[config.mk]
export PLATFORM = sky130hd
export DESIGN_NAME = gpio_port_top
export DESIGN_NICKNAME = d
export VERILOG_FILES = /design/src/rtl/gpio_port_pkg.sv /design/src/rtl/gpio_port_ctrl.sv /design/src/rtl/gpio_port_datapath.sv /design/src/rtl/gpio_port_top.sv
export SDC_FILE = /design/constraint.sdc
export NUM_CORES = 1
export LEC_CHECK = 0
export BUFFER_PORTS_ARGS = -buffer_cell sky130_fd_sc_hd__buf_4
export CAP_MARGIN = 5
export CELL_PAD_IN_SITES_DETAIL_PLACEMENT = 0
export CELL_PAD_IN_SITES_GLOBAL_PLACEMENT = 1
export CORE_ASPECT_RATIO = 0.6
export CORE_MARGIN = 3
export CORE_UTILIZATION = 33
export CTS_CLUSTER_SIZE = 10
export DETAILED_ROUTE_END_ITERATION = 8
export PLACE_DENSITY_LB_ADDON = 0.1
export SLEW_MARGIN = 20
export SYNTH_ARGS = -nofsm -noshare
export SYNTH_HDL_FRONTEND = slang
export SYNTH_SLANG_ARGS = --single-unit
[constraint.sdc]
create_clock -name clk -period 0.9 [get_ports clk]
set_input_delay 0.18 -clock clk [delete_from_list [all_inputs] [get_ports clk]]
set_output_delay 0.18 -clock clk [all_outputs]
set_load 0.01 [all_outputs]
[src/rtl/gpio_port_pkg.sv]
package gpio_port_pkg;

  localparam int ADDR_W = 2;

  localparam logic [ADDR_W-1:0] ADDR_DIR  = 2'd0;
  localparam logic [ADDR_W-1:0] ADDR_PIN  = 2'd1;
  localparam logic [ADDR_W-1:0] ADDR_LAT  = 2'd2;
  localparam logic [ADDR_W-1:0] ADDR_RSVD = 2'd3;

  typedef enum logic [1:0] {
    SEL_DIR  = 2'd0,
    SEL_PIN  = 2'd1,
    SEL_LAT  = 2'd2,
    SEL_NONE = 2'd3
  } rdSel_e;

  typedef struct packed {
    logic   wrDir;
    logic   wrLatch;
    logic   rdStb;
    rdSel_e rdSel;
  } portStrobe_t;

endpackage

[src/rtl/gpio_port_ctrl.sv]
module gpio_port_ctrl
  import gpio_port_pkg::*;
(
  input  logic              clk,
  input  logic              rstN,
  input  logic [ADDR_W-1:0] regAddr,
  input  logic              regWrEn,
  input  logic              regRdEn,
  output portStrobe_t       strobe
);

  always_comb begin
    strobe.wrDir   = 1'b0;
    strobe.wrLatch = 1'b0;
    strobe.rdStb   = regRdEn;
    strobe.rdSel   = SEL_NONE;
    unique case (regAddr)
      ADDR_DIR: begin
        strobe.wrDir = regWrEn;
        strobe.rdSel = SEL_DIR;
      end
      ADDR_PIN: begin
        strobe.wrLatch = regWrEn;   // pin address writes go to the latch
        strobe.rdSel   = SEL_PIN;
      end
      ADDR_LAT: begin
        strobe.wrLatch = regWrEn;
        strobe.rdSel   = SEL_LAT;
      end
      default: strobe.rdSel = SEL_NONE;
    endcase
  end

  p_single_write_r4: assert property (@(posedge clk) disable iff (!rstN)
    $onehot0({strobe.wrDir, strobe.wrLatch}));

  p_reserved_quiet_r10: assert property (@(posedge clk) disable iff (!rstN)
    (regAddr == ADDR_RSVD) |-> (!strobe.wrDir && !strobe.wrLatch));

endmodule

[src/rtl/gpio_port_datapath.sv]
module gpio_port_datapath
  import gpio_port_pkg::*;
#(
  parameter int WIDTH       = 8,
  parameter int SYNC_STAGES = 2
) (
  input  logic             clk,
  input  logic             rstN,
  input  portStrobe_t      strobe,
  input  logic [WIDTH-1:0] wrData,
  output logic [WIDTH-1:0] rdData,
  input  logic [WIDTH-1:0] pinIn,
  output logic [WIDTH-1:0] pinOut,
  output logic [WIDTH-1:0] pinOe,
  input  logic [WIDTH-1:0] altEn,
  input  logic [WIDTH-1:0] altOut,
  input  logic [WIDTH-1:0] altOe
);

  localparam logic [WIDTH-1:0] DIR_RESET = {WIDTH{1'b1}};
  localparam int LAST = SYNC_STAGES - 1;

  logic [WIDTH-1:0] dirReg;
  logic [WIDTH-1:0] latchReg;
  logic [SYNC_STAGES-1:0][WIDTH-1:0] syncChain;
  logic [WIDTH-1:0] pinLevel;
  logic [WIDTH-1:0] rdMux;

  always_ff @(posedge clk or negedge rstN) begin
    if (!rstN) begin
      dirReg   <= DIR_RESET;
      latchReg <= '0;
    end else begin
      if (strobe.wrDir)   dirReg   <= wrData;
      if (strobe.wrLatch) latchReg <= wrData;
    end
  end

  generate
    for (genvar s = 0; s < SYNC_STAGES; s++) begin : g_sync
      always_ff @(posedge clk or negedge rstN) begin
        if (!rstN)       syncChain[s] <= '0;
        else if (s == 0) syncChain[s] <= pinIn;
        else             syncChain[s] <= syncChain[(s == 0) ? 0 : s-1];
      end
    end
  endgenerate

  assign pinLevel = syncChain[LAST];

  always_comb begin
    unique case (strobe.rdSel)
      SEL_DIR:  rdMux = dirReg;
      SEL_PIN:  rdMux = pinLevel;
      SEL_LAT:  rdMux = latchReg;
      default:  rdMux = '0;
    endcase
  end

  always_ff @(posedge clk or negedge rstN) begin
    if (!rstN)             rdData <= '0;
    else if (strobe.rdStb) rdData <= rdMux;
  end

  generate
    for (genvar b = 0; b < WIDTH; b++) begin : g_pad
      assign pinOut[b] = altEn[b] ? altOut[b] : latchReg[b];
      assign pinOe[b]  = altEn[b] ? altOe[b]  : ~dirReg[b];
    end
  endgenerate

  p_dir_load_r2: assert property (@(posedge clk) disable iff (!rstN)
    strobe.wrDir |=> (dirReg == $past(wrData)));

  p_latch_load_r3: assert property (@(posedge clk) disable iff (!rstN)
    strobe.wrLatch |=> (latchReg == $past(wrData)));

  p_rd_hold_r8: assert property (@(posedge clk) disable iff (!rstN)
    !strobe.rdStb |=> $stable(rdData));

  p_latch_keep_r7: assert property (@(posedge clk) disable iff (!rstN)
    !strobe.wrLatch |=> $stable(latchReg));

endmodule

[src/rtl/gpio_port_top.sv]
module gpio_port_top
  import gpio_port_pkg::*;
#(
  parameter int WIDTH       = 8,
  parameter int SYNC_STAGES = 2
) (
  input  logic              clk,
  input  logic              rstN,
  input  logic [ADDR_W-1:0] regAddr,
  input  logic              regWrEn,
  input  logic              regRdEn,
  input  logic [WIDTH-1:0]  regWrData,
  output logic [WIDTH-1:0]  regRdData,
  input  logic [WIDTH-1:0]  pinIn,
  output logic [WIDTH-1:0]  pinOut,
  output logic [WIDTH-1:0]  pinOe,
  input  logic [WIDTH-1:0]  altEn,
  input  logic [WIDTH-1:0]  altOut,
  input  logic [WIDTH-1:0]  altOe
);

  portStrobe_t strobe;

  gpio_port_ctrl i_ctrl (
    .clk     (clk),
    .rstN    (rstN),
    .regAddr (regAddr),
    .regWrEn (regWrEn),
    .regRdEn (regRdEn),
    .strobe  (strobe)
  );

  gpio_port_datapath #(
    .WIDTH       (WIDTH),
    .SYNC_STAGES (SYNC_STAGES)
  ) i_datapath (
    .clk    (clk),
    .rstN   (rstN),
    .strobe (strobe),
    .wrData (regWrData),
    .rdData (regRdData),
    .pinIn  (pinIn),
    .pinOut (pinOut),
    .pinOe  (pinOe),
    .altEn  (altEn),
    .altOut (altOut),
    .altOe  (altOe)
  );

endmodule

* Word level (Yosys, flattened, before mapping)
Index checks and enable logic that the tools add are counted.
** Cells by class
- Reductions and logical operators :: 3
- Muxes and demuxes :: 20
- Bitwise logic cells :: 8
- Eq/ne operators :: 4
** Operators with widths (number)
- 8-bit one-hot mux with 3 select lines :: 1
- 1-bit 2-to-1 mux :: 18
- 1-bit NOT :: 8
- 2-bit one-hot mux with 3 select lines :: 1
- 2-bit by 1-bit equality test with 1-bit output (second input constant) :: 2
- 2-bit equality test (second input constant) :: 2
- 2-bit logical NOT :: 2
- 2-bit OR reduction :: 1
** Word-level totals
- Register bits :: 40
- Word-level logic and storage cells :: 40
- Output and inout port bits :: 24
- Bits of input ports :: 46

* Depth between registers and ports, before layout
Gate-level depths: netlist (run 1).
- Word-level depth :: 4
- Gate-level depth with buffers :: 5
- Mapped depth without buffers :: 4

* Modules after synthesis
From an unflattened synthesis (run 1), not the netlist that was laid out.
** Second synthesis, totals
- Cell total of the unflattened synthesis :: 132
- Area, all modules :: 1776.7 um2
** Modules (own cells, without submodules)
- gpio_port_datapath :: cells an instance 121, seq. area each 1011.0 um2, area an instance 1686.6 um2, instances 1
- gpio_port_ctrl :: cells an instance 11, seq. area each 0.0 um2, area an instance 90.1 um2, instances 1

* Worst setup path before layout (run 1)
No wires, ideal clock.
- Path type :: input-to-reg
- From :: in regAddr[0]
- To :: reg i_datapath.latchReg[0]
- Path slack :: -194 ps
- Data arrival time :: 969 ps
- Data required time :: 775 ps
- Stages :: 4
- Buffers on the path :: 0
- Library setup time :: 125 ps
- Cells stage by stage :: inv_1 -> ha_1 -> nand2_4 -> mux2_4
** On the way
- Cells in the longest elaborated chain, start to end :: 3
- Elaborated cells on any way between the ends :: 4
- Those cells by class :: 2 x eq/ne; 1 x mux; 1 x reduce/logical
** Ends and longest elaborated chain
- from (decl) :: line gpio_port_top.sv:9 : input logic [ADDR_W-1:0] regAddr,
- 2-bit by 1-bit equality test with 1-bit output or 2-bit equality test (tied branches) :: line gpio_port_ctrl.sv:17 : unique case (regAddr)
- 2-bit OR reduction (no source line) *
- 1-bit 2-to-1 mux * :: line gpio_port_ctrl.sv:17
- to (signal assigned) :: line gpio_port_datapath.sv:35 : if (strobe.wrLatch) latchReg <= wrData;
- to (decl) :: line gpio_port_datapath.sv:24 : logic [WIDTH-1:0] latchReg;
Every way passes the cells marked *; elsewhere a longest branch is shown, timed or not.
A chain may end at the register's enable or synchronous reset.

* Worst setup path after layout (run 1)
- From :: reg i_datapath.latchReg[1]
- To :: out pinOut[1]
** On the way
- Cells in the longest elaborated chain, start to end :: 1
** Ends and longest elaborated chain
- 1-bit 2-to-1 mux :: line gpio_port_datapath.sv:67 : assign pinOut[b] = altEn[b] ? altOut[b] : latchReg[b];
- to (decl) :: line gpio_port_top.sv:15 : output logic [WIDTH-1:0] pinOut,
Every way passes these cells.

==> flow_summary.json, run 1 <==
{
  "synth_largest_area_cell": "dfrtp_1",
  "synthAdderAreaFrac": 0.0297,
  "antenna_found_initial": 0,
  "post-route-period-util": 1.44,
  "hold_path_class": "in2reg",
  "drtPass1Iterations": 5,
  "final_core_util": 0.607,
  "grt_pass1_wl_microns": 6830,
  "fin_crit_ns": 1.30,
  "whs_path_depth": 2,
  "die-height_microns": 61.4,
  "synthSimpleGateAreaFrac": 0.0349,
  "gp_congestion": 0.738,
  "grt_max_degree": 41,
  "io_pins": 70,
  "holdPathEnd": "i_datapath.latchReg[3]",
  "slowest_delay_ns": 0.42,
  "power_mw": 5.33,
  "insertion_delay_ns": 0.29,
  "port_buffers": 69,
  "start_util": 0.354,
  "tightest_slew_ns": 0.488,
  "clk_pin_slew_worst_paths_ns": 0.08,
  "ys_ff_latch": 40,
  "final_nets": 274,
  "setup_viol": 35,
  "drt-initial-drc-count": 90,
  "max_freq_mhz": 771,
  "synth_cell_types": 15,
  "yosysMostFrequentCell": "dfrtp_1",
  "antenna_cells": 0,
  "holdWs_ns": 0.131,
  "violations": "setup timing",
  "leakagePower_nw": 1.40,
  "async_reset_ff_frac": 1.00,
  "synth_top_area_frac": 0.475,
  "hold_viol": 0,
  "drc_errors": 0,
  "dr_total_vias": 1365,
  "ctsHtreeMaxLevel": 2,
  "status": "finished, violations left",
  "cp.arrival_ns": 1.12,
  "track_usage": 0.150,
  "rsz0062_at_grt": "true",
  "synthCells": 118,
  "drive_gt1_frac": 0.662,
  "dieArea_sq_um": 6030,
  "hp-start": "regWrData[3]",
  "fin_setup_tns_ns": -7.66,
  "core_sq_um": 4750,
  "core.rowCount": 19,
  "dp_hpwl_microns": 2960,
  "synthXorXnorAreaFrac": 0,
  "pwr_density_cell_nw_per_um2": 1850,
  "cts_buffers": 5,
  "skew_ns": 0.00320,
  "ctsLongestPathBuffers": 2,
  "ys_seq_area_frac": 0.600,
  "slowest_stage": "dfrtp_1",
  "cap_viol_max_count": 0,
  "clock_sinks": 40,
  "avgSynthCellArea_sq_um": 14.3,
  "design_area_sq_um": 2880,
  "routed_via_density": 4.74,
  "die_width_microns": 98.3,
  "n_fill_cell": 380,
  "r2r_cells": 3,
  "yosys-top-cells-area": "dfrtp_1 48%, mux2_4 14%, dfstp_2 12%",
  "peakVddDrop_v": 0.00116,
  "cp-start-kind": "register",
  "synth_fp_nets": 168,
  "r2r_end": "i_datapath.rdData[6]",
  "cp_max_fo": 2,
  "synth_top_flop_cell": "dfrtp_1",
  "synthMuxAreaShare": 0.196,
  "routed_wirelength_microns": 4360,
  "synth_area_sq_um": 1690,
  "syn_to_final_growth_pct": 71.1,
  "cts_tree": "done",
  "path_cells": "mux2_4 -> buf_6",
  "overflow": 0,
  "drv_slew": 0,
  "yosysWarnings": 0,
  "crit-reg2reg-launch": "i_datapath.latchReg[6]",
  "setup_ws_ns": -0.397,
  "r2r_slack_ns": -0.22,
  "critical_path_class": "reg2out",
  "end_kind": "output pin",
  "grt_pass1_vias": 1359,
  "synth_top_family_by_area": "multiplexers",
  "slew_headroom": 0.674,
  "cts-root-buf": "clkbuf_8",
  "cp_data_required_time_ns": 0.72,
  "wl_per_cell_microns": 15.1,
  "synth_edf_count": 0,
  "synth_compound_area_frac": 0.101,
  "placed_area_sq_um": 2360,
  "netlist_top_cells_count": "32 x dfrtp_1, 16 x mux2_4, 10 x inv_1",
  "ant_nets": 0
}
==> layout by cell type (no fill, tap or decap) <==
master         netlist  routed
mux2_2               8       2
dfrtp_1             32      32
clkbuf_8             0       6
o21ai_1              0       1
ha_4                 0       3
nand2_8              0       2
a222oi_1             8       8
inv_1               10       8
dlygate4sd3_1        0       9
buf_4                1      70
o21ai_2              0       7
nand2b_1             1       1
clkinv_4             0       1
nand2_1              8       8
mux2_4              16      22
o22ai_1              8       8
inv_12               0       2
bufinv_16            0       1
buf_6                0      25
ha_1                 4       1
dfstp_2              8       8
==> through the flow <==
stage	cells	setup slack (ns)
CTS	284	-0.403
global placement	248	-0.265
finish	288	-0.397
detailed placement	248	-0.289
floorplan	118	-0.107
global route	288	-0.438
==> timing repair <==
action | in CTS | in global routing
endpoints found under the hold margin | 40 | 0
hold buffers | 9 | 0
setup buffers | 19 | 5
pin swaps | 15 | 2
cloned | 0 | 0
gates resized for setup | 36 | 11
setup endpoints to repair | 32 | 36
==> sequential cells by signal (all words and copies together) (netlist names) <==
register,cells
i_datapath.dirReg,8
i_datapath.latchReg,8
i_datapath.pinLevel,8
i_datapath.rdData,8
i_datapath.syncChain,8
==> how the worst max path moves through the flow <==
stage	start	end	slack [ns]
2_1_floorplan	regAddr[0]	i_datapath.rdData[1]	-0.11
3_3_place_gp	regAddr[1]	i_datapath.latchReg[3]	-0.26
3_5_place_dp	regAddr[1]	i_datapath.latchReg[5]	-0.29
4_1_cts	i_datapath.latchReg[2]	pinOut[2]	-0.40
5_1_grt	i_datapath.latchReg[2]	pinOut[2]	-0.44
6_report	i_datapath.latchReg[1]	pinOut[1]	-0.40
==> logic make-up after synthesis <==
family          Yosys count
mux                      24
buf+inv                  15
fa+ha+maj                 4
simple gates             11
compound gates           24
flops                    40
==> report_power, final <==
part | switching (mW) | total [mW] | internal [mW]
registers | 0.160 | 2.23 | 2.07
clock network | 0.624 | 1.53 | 0.906
logic | 0.540 | 1.57 | 1.03
total | 1.32 | 5.33 | 4.01
==> worst max-delay path: cells and delay by family (launching register included) <==
kind | cells | cell delay [ns]
buffers and inverters | 1 | 0.12
flip-flops | 1 | 0.42
multiplexers | 1 | 0.29
==> layout make-up <==
| class | instances | area [sq um] | area share |
|---|---|---|---|
| clock inverters | 2 | 38.8 | 0.0134 |
| repair buffers | 104 | 897 | 0.311 |
| well taps | 63 | 78.8 | 0.0273 |
| clock buffers | 6 | 82.6 | 0.0286 |
| flip-flops and latches | 40 | 1010 | 0.351 |
| multi-input cells | 63 | 713 | 0.247 |
| inverters | 10 | 62.6 | 0.0217 |
==> per-layer routing <==
layer,GRT usage,vias to the layer above,share of wire
met5,0,-,0
met4,0.0506,0,0.010
met3,0.0509,7,0.083
met2,0.233,63,0.45
met1,0.200,660,0.46
li1,-,635,-
(Power assumes the default switching activity.)
==> run 2, diff against run 1 <==
--- a/config.mk
+++ b/config.mk
@@ -15,6 +15,8 @@
 export CTS_CLUSTER_SIZE = 10
 export DETAILED_ROUTE_END_ITERATION = 8
 export PLACE_DENSITY_LB_ADDON = 0.1
+export SETUP_SLACK_MARGIN = 0.02
+export SKIP_CTS_REPAIR_TIMING = 1
 export SLEW_MARGIN = 20
 export SYNTH_ARGS = -nofsm -noshare
 export SYNTH_HDL_FRONTEND = slang
==> flow_summary.json, run 2 (same netlist as run 1, synthesis figures left out) <==
{
  "status": "finished, violations left",
  "violations": "setup timing",
  "placed_area_sq_um": 2360,
  "syn_to_final_growth_pct": 68.4,
  "clock_sinks": 40,
  "port_buffers": 69,
  "use_met1": 0.188,
  "final_core_util": 0.597,
  "drive_gt1_frac": 0.656,
  "clk_pin_slew_worst_paths_ns": 0.08,
  "grt_pass1_wl_microns": 6240,
  "design_area_sq_um": 2840,
  "cp_data_required_time_ns": 0.72,
  "die-height_microns": 61.4,
  "dieArea_sq_um": 6030,
  "fin_crit_ns": 1.30,
  "skew_ns": 0.00505,
  "core_sq_um": 4750,
  "cts_tree": "done",
  "critical_path_class": "reg2out",
  "n_fill_cell": 400,
  "gr-usage-met2": 0.203,
  "crit-reg2reg-launch": "i_datapath.latchReg[3]",
  "drt-initial-drc-count": 72,
  "cap_viol_max_count": 0,
  "track_usage": 0.138,
  "r2r_slack_ns": -0.17,
  "grt_max_degree": 41,
  "cp_max_fo": 3,
  "start_util": 0.354,
  "routed_via_density": 4.67,
  "dp_hpwl_microns": 2960,
  "most-common-layout-cells": "72 x buf_4, 32 x dfrtp_1, 24 x mux2_4",
  "end_kind": "output pin",
  "io_pins": 70,
  "setup_viol": 35,
  "cp-start-kind": "register",
  "grt_most_used_layer": "met2",
  "drv_slew": 0,
  "post-route-period-util": 1.45,
  "pwr_density_cell_nw_per_um2": 1850,
  "holdPathEnd": "i_datapath.latchReg[3]",
  "seqCellArea_sq_um": 1010,
  "combPwrFrac": 0.280,
  "ctsLongestPathBuffers": 2,
  "hp-start": "regWrData[3]",
  "r2r_cells": 3,
  "overflow": 0,
  "setup_ws_ns": -0.404,
  "drc_errors": 0,
  "multiInputGateArea_sq_um": 721,
  "hold_viol": 0,
  "slew_headroom": 0.676,
  "die_width_microns": 98.3,
  "drtPass1Iterations": 5,
  "dr_total_vias": 1327,
  "slowest_stage": "dfrtp_1",
  "gp_congestion": 0.738,
  "grtUsageMet3": 0.0520,
  "pwr-share-clk": 0.293,
  "rsz0062_at_grt": "true",
  "leakagePower_nw": 1.38,
  "ctsHtreeMaxLevel": 2,
  "wl_per_cell_microns": 15.2,
  "final_nets": 270,
  "max_freq_mhz": 767,
  "peakVddDrop_v": 0.00115,
  "swShare": 0.249,
  "antenna_cells": 0,
  "tightest_slew_ns": 0.486,
  "grt_pass1_vias": 1234,
  "dp.cells": 248,
  "final_common_cell": "buf_4",
  "fin_cells": 284,
  "insertion_delay_ns": 0.29,
  "r2r_end": "i_datapath.rdData[3]",
  "cts_buffers": 5,
  "p_switching_mw": 1.30,
  "routed_wirelength_microns": 4320,
  "cts-root-buf": "clkbuf_8",
  "cp_top_family": "flip-flops",
  "path_cells": "mux2_4 -> buf_6",
  "pre_cts_slack_ns": -0.289,
  "hold_path_class": "in2reg",
  "ant_nets": 0,
  "slowest_delay_ns": 0.42,
  "antenna_found_initial": 0,
  "power.internal_mw": 3.94,
  "seqPwrFrac": 0.427,
  "critPathBufInv": 1,
  "core.rowCount": 19,
  "whs_path_depth": 2,
  "fin_setup_tns_ns": -7.12,
  "cp.arrival_ns": 1.12
}
==> run 2: changes by cell type in the layout (fill, tap and decap cells not counted), sizes merged <==
cell  delta
buf      -4
==> run 2: worst max-delay path by stage <==
stage                                       from                      to  slack [ns]  cells past startpoint
final                     i_datapath.latchReg[6]               pinOut[6]       -0.40                      2
after global routing      i_datapath.latchReg[6]               pinOut[6]       -0.44                      2
after CTS                 i_datapath.latchReg[4]               pinOut[4]       -0.42                      2
after detailed placement              regAddr[1]  i_datapath.latchReg[5]       -0.29                      5
after global placement                regAddr[1]  i_datapath.latchReg[3]       -0.26                      5
after floorplan                       regAddr[0]    i_datapath.rdData[1]       -0.11                      5
==> run 2: power by group through the flow <==
| stage | sequential (mW) | combinational [mW] | clock, mW |
|---|---|---|---|
| 6_report | 2.24 | 1.47 | 1.54 |
| 4_1_cts | 2.24 | 1.07 | 1.57 |
| 3_5_place_dp | 2.27 | 1.07 | 0 |
| 5_1_grt | 2.27 | 1.57 | 1.66 |
| 3_3_place_gp | 2.26 | 1.04 | 0 |
| 2_1_floorplan | 2.23 | 0.549 | 0 |
==> run 2: final cells by class <==
class | instances | area share
flip-flops and latches | 40 | 0.356
multi-input cells | 63 | 0.254
clock inverters | 2 | 0.0137
well taps | 63 | 0.0278
repair buffers | 100 | 0.297
clock buffers | 6 | 0.0291
inverters | 10 | 0.0220
==> run 2: per-layer routing <==
| metal | share of wire | up-vias | routed length [microns] |
|---|---|---|---|
| met4 | 0.010 | 0 | 45 |
| li1 | - | 629 | - |
| met2 | 0.46 | 58 | 1970 |
| met1 | 0.45 | 633 | 1920 |
| met5 | 0 | - | 0 |
| met3 | 0.088 | 7 | 381 |
==> run 2: stage by stage <==
| stage | hold slack [ns] | power, mW |
|---|---|---|
| after global routing | 0.112 | 5.51 |
| after CTS | -0.142 | 4.88 |
| after floorplan | -0.116 | 2.78 |
| after global placement | 0.174 | 3.31 |
| after detailed placement | 0.183 | 3.34 |
| final | 0.128 | 5.25 |
